==> src/rtl/flagpop_pkg.sv <==
package flagpop_pkg;
    // Bit positions the surrounding core decodes
    localparam int unsigned B_IF      = 9;
    localparam int unsigned B_PL_LO   = 12;
    localparam int unsigned B_PL_HI   = 13;
    localparam int unsigned B_VM      = 16;
    localparam int unsigned B_RF      = 17;
    // Reserved positions
    localparam int unsigned B_ONE     = 1;
    localparam int unsigned B_Z0      = 3;
    localparam int unsigned B_Z1      = 5;
    localparam int unsigned B_Z2      = 15;
    localparam logic [1:0]  PL_TOP    = 2'd3;
endpackage

==> src/rtl/flagpop_mask.sv <==
module flagpop_mask
    import flagpop_pkg::*;
#(
    parameter int unsigned FLAG_W = 32
) (
    input  logic              wide_op,
    input  logic [1:0]        eff_pl,
    input  logic [1:0]        io_pl,
    output logic [FLAG_W-1:0] wmask
);
    localparam int unsigned HALF_W = FLAG_W / 2;

    always_comb begin
        wmask = '0;
        if (wide_op) begin
            wmask = '1;
        end else begin
            wmask[HALF_W-1:0] = '1;
        end
        wmask[B_VM] = 1'b0;
        wmask[B_RF] = 1'b0;
        if (eff_pl != 2'd0) begin
            wmask[B_PL_HI:B_PL_LO] = 2'b00;
        end
        if (eff_pl > io_pl) begin
            wmask[B_IF] = 1'b0;
        end
    end
endmodule

==> src/rtl/flagpop_merge.sv <==
module flagpop_merge
    import flagpop_pkg::*;
#(
    parameter int unsigned FLAG_W = 32
) (
    input  logic [FLAG_W-1:0] old_val,
    input  logic [FLAG_W-1:0] new_val,
    input  logic [FLAG_W-1:0] wmask,
    output logic [FLAG_W-1:0] merged
);
    always_comb begin
        merged = (old_val & ~wmask) | (new_val & wmask);
        merged[B_ONE] = 1'b1;
        merged[B_Z0]  = 1'b0;
        merged[B_Z1]  = 1'b0;
        merged[B_Z2]  = 1'b0;
    end
endmodule

==> src/rtl/flagpop_gate.sv <==
module flagpop_gate
    import flagpop_pkg::*;
(
    input  logic       pop_vld,
    input  logic       push_vld,
    input  logic       rmode,
    input  logic       vmode,
    input  logic [1:0] io_pl,
    output logic       do_pop,
    output logic       do_push,
    output logic       trap
);
    logic v86_block;

    always_comb begin
        v86_block = vmode && !rmode && (io_pl != PL_TOP);
        do_pop    = pop_vld && !v86_block;
        do_push   = push_vld && !pop_vld && !v86_block;
        trap      = (pop_vld || push_vld) && v86_block;
    end
endmodule

==> src/rtl/flagpop_unit.sv <==
module flagpop_unit
    import flagpop_pkg::*;
#(
    parameter int unsigned FLAG_W = 32
) (
    input  logic              clk,
    input  logic              rst_n,
    input  logic              pop_vld,
    input  logic              push_vld,
    input  logic              wide_op,
    input  logic [FLAG_W-1:0] pop_data,
    input  logic [1:0]        priv_lvl,
    input  logic              rmode,
    input  logic              vmode,
    output logic [FLAG_W-1:0] flags,
    output logic              flags_we,
    output logic              gp_fault,
    output logic              push_grant,
    output logic [FLAG_W-1:0] push_data
);
    localparam int unsigned HALF_W = FLAG_W / 2;
    localparam logic [FLAG_W-1:0] RST_FLAGS = FLAG_W'(1) << B_ONE;

    typedef struct packed {
        logic [FLAG_W-1:0] fl;
        logic              we;
        logic              flt;
        logic              gnt;
        logic [FLAG_W-1:0] img;
    } st_t;

    st_t st_d, st_q;

    logic [1:0]        eff_pl;
    logic [1:0]        io_pl;
    logic [FLAG_W-1:0] wmask;
    logic [FLAG_W-1:0] merged;
    logic              do_pop, do_push, trap;

    assign io_pl  = st_q.fl[B_PL_HI:B_PL_LO];
    assign eff_pl = rmode ? 2'd0 : priv_lvl;

    flagpop_mask #(.FLAG_W(FLAG_W)) u_mask (
        .wide_op (wide_op),
        .eff_pl  (eff_pl),
        .io_pl   (io_pl),
        .wmask   (wmask)
    );

    flagpop_merge #(.FLAG_W(FLAG_W)) u_merge (
        .old_val (st_q.fl),
        .new_val (pop_data),
        .wmask   (wmask),
        .merged  (merged)
    );

    flagpop_gate u_gate (
        .pop_vld  (pop_vld),
        .push_vld (push_vld),
        .rmode    (rmode),
        .vmode    (vmode),
        .io_pl    (io_pl),
        .do_pop   (do_pop),
        .do_push  (do_push),
        .trap     (trap)
    );

    always_comb begin
        st_d     = st_q;
        st_d.we  = do_pop;
        st_d.flt = trap;
        st_d.gnt = do_push;
        if (do_pop) begin
            st_d.fl = merged;
        end
        if (do_push) begin
            st_d.img = st_q.fl;
            if (!wide_op) begin
                st_d.img[FLAG_W-1:HALF_W] = '0;
            end
        end
    end

    always_ff @(posedge clk) begin
        if (!rst_n) begin
            st_q.fl  <= RST_FLAGS;
            st_q.we  <= 1'b0;
            st_q.flt <= 1'b0;
            st_q.gnt <= 1'b0;
            st_q.img <= '0;
        end else begin
            st_q <= st_d;
        end
    end

    assign flags      = st_q.fl;
    assign flags_we   = st_q.we;
    assign gp_fault   = st_q.flt;
    assign push_grant = st_q.gnt;
    assign push_data  = st_q.img;
endmodule

==> config.mk <==
export PLATFORM = sky130hd
export DESIGN_NAME = flagpop_unit
export DESIGN_NICKNAME = d
export VERILOG_FILES = /design/src/rtl/flagpop_pkg.sv /design/src/rtl/flagpop_mask.sv /design/src/rtl/flagpop_merge.sv /design/src/rtl/flagpop_gate.sv /design/src/rtl/flagpop_unit.sv
export SDC_FILE = /design/constraint.sdc
export NUM_CORES = 1
export LEC_CHECK = 0
export ABC_AREA = 1
export BUFFER_PORTS_ARGS = -buffer_cell sky130_fd_sc_hd__buf_2
export CORE_UTILIZATION = 40
export DETAILED_ROUTE_END_ITERATION = 12
export GPL_TIMING_DRIVEN = 1
export PLACE_DENSITY = 0.68
export SETUP_SLACK_MARGIN = 0.5
export SYNTH_ARGS = -nofsm -noshare
export SYNTH_HDL_FRONTEND = slang
export SYNTH_HIERARCHICAL = 1
export SYNTH_SLANG_ARGS = --single-unit
==> constraint.sdc <==
create_clock -name clk -period 1.5 [get_ports clk]
set_input_delay 0.45 -clock clk [delete_from_list [all_inputs] [get_ports clk]]
set_output_delay 0.45 -clock clk [all_outputs]
set_load 0.005 [all_outputs]
==> flow_summary.toml <==
[cells_and_area]
n_antenna_cell = 0
syn2layout_area_growth_pct = 45.95
nFillCells = 702
stdcell_count = 761
fin_util = 0.6119
finalNetCount = 699
design_area_um2 = 4777
drive_gt1_frac = 0.4279
multi_input_area_um2 = 1524
seq_area_um2 = 1426

[worst_hold_path]
min_path_type = "reg -> reg"

[routing]
first_pass_iters = 4
drt-wirelength-per-cell_um = 10.98
vias_per_cell = 4.317
vias = 3285
drt_iter0_drc = 76
drc_errors = 0
ant_nets = 0
wl_mm = 8.358

[setup_path]
end_kind = "output port"
worst_ep_arrival_time_ps = 820
cp_num_buf_inv = 1
worst_ep_required_time_ps = 1050
critPathKind = "reg -> out"
worst-path-max-fanout = 5
cpPeakStageDelay_ps = 370
crit_path_cell_trace = "buf_6"
startpoint_type = "flip-flop"
critPathTopFamily = "flip-flops"
cpMaxStageDelayCell = "dfxtp_4"

[sta]
drv_slew = 0
max_freq_mhz = 787.9
finalCritPeriodShare = 0.8461
setup_violations = 0
fin_tns_setup_ps = 0
fin_crit_ps = 1269
layout_setup_ws_ps = 230.8
final_hold_viol_count = 0
fin_worst_skew_ps = 5.510
fin_hold_ws_ps = 444.2
rsz0062_at_grt = "true"

[clocking]
cts.reportedPaths.clkPinSlew_ps = 70
clkLatencyLatePin_ps = 340
h-tree-depth = 3
hold_buffers = 0
tritoncts = "yes"
root_buffer = "clkbuf_8"
cts.sinks = 67
cts_inserted_buffers = 9
cts_max_path_buffers = 2

[synth]
synth_area_per_cell_um2 = 6.294
synth_warnings = 6
synthesis.area_um2 = 3273
synthCells = 520

[global_routing]
overflow = 0
antenna_found_initial = 0
grt_pass1_wl_mm = 13.94
grt_usage = 0.2076
grt_pass1_vias = 3111
grt_max_degree = 28

[placed_design]
dpl.hpwl_mm = 5.293
post-place-ws_ps = -97.79
dp_cells = 699
gp_congestion = 0.7396
io_buffers = 103
dpl_cell_area_um2 = 3902

[power_and_ir_drop]
power_mw = 4.131
peakVddDrop_mv = 0.5958
power_density_nw_per_um2 = 864.7
p_leak_nw = 2.852

[die]
pin_count = 108
dieWidth_um = 92.46
core-area_um2 = 7807
die_area_um2 = 8549
die_y_um = 92.46
start_util = 0.4192
rows = 32

[flow_run]
drv_cap = 0

[run_status]
outcome = "complete, no violations"
==> layer usage <==
| layer | up-vias | global-route usage | part of all wire |
|---|---|---|---|
| met1 | 1463 | 0.2310 | 0.43 |
| li1 | 1733 | - | - |
| met4 | 0 | 0.05599 | 0.011 |
| met2 | 80 | 0.3735 | 0.51 |
| met3 | 9 | 0.07143 | 0.051 |
| met5 | - | 0 | 0 |
==> registers in the layout (all words and copies together) (netlist names) <==
name        count
push_data      32
flags          32
flags_we        1
gp_fault        1
push_grant      1
==> worst paths after layout <==
check,to,start,slack [ps],cells past startpoint
setup / recovery,flags[13],flags[13]$_SDFFE_PN0P_,230,1
hold / removal,push_data[6]$_SDFFE_PN0P_,push_data[6]$_SDFFE_PN0P_,440,2
setup reg to reg,flags[1]$_SDFFE_PN1P_,flags[13]$_SDFFE_PN0P_,240,7
hold reg to reg,push_data[6]$_SDFFE_PN0P_,push_data[6]$_SDFFE_PN0P_,440,2
==> power by group <==
part,switching (mW),internal [mW],total [mW]
combinational,0.437,0.414,0.851
clock,0.658,0.663,1.32
sequential,0.0647,1.89,1.96
==> cells in the final DEF (no fill, tap or decap), types with 11 or more instances in the layout <==
| cell type | instances |
|---|---|
| buf_4 | 47 |
| inv_1 | 81 |
| clkbuf_8 | 11 |
| nand2_1 | 233 |
| nand3_2 | 13 |
| o21ai_2 | 11 |
| dfxtp_2 | 62 |
| buf_2 | 85 |
| conb_1 | 15 |
| nor2_1 | 35 |
| buf_6 | 20 |
==> area by class of cell <==
cell class,instances,area share
inverters,88,0.07700
repair inverters,1,0.001833
flip-flops and latches,67,0.2986
clock inverters,3,0.003143
multi-input cells,330,0.3190
well taps,102,0.02672
clock buffers,11,0.03169
repair buffers,159,0.2420
==> what timing repair did <==
action	4_1_cts	5_1_grt
gates cloned	2	2
pin swaps	8	2
setup buffers	40	4
endpoints found under the setup margin	133	133
gates resized for setup	94	15
(Power assumes the default switching activity.)
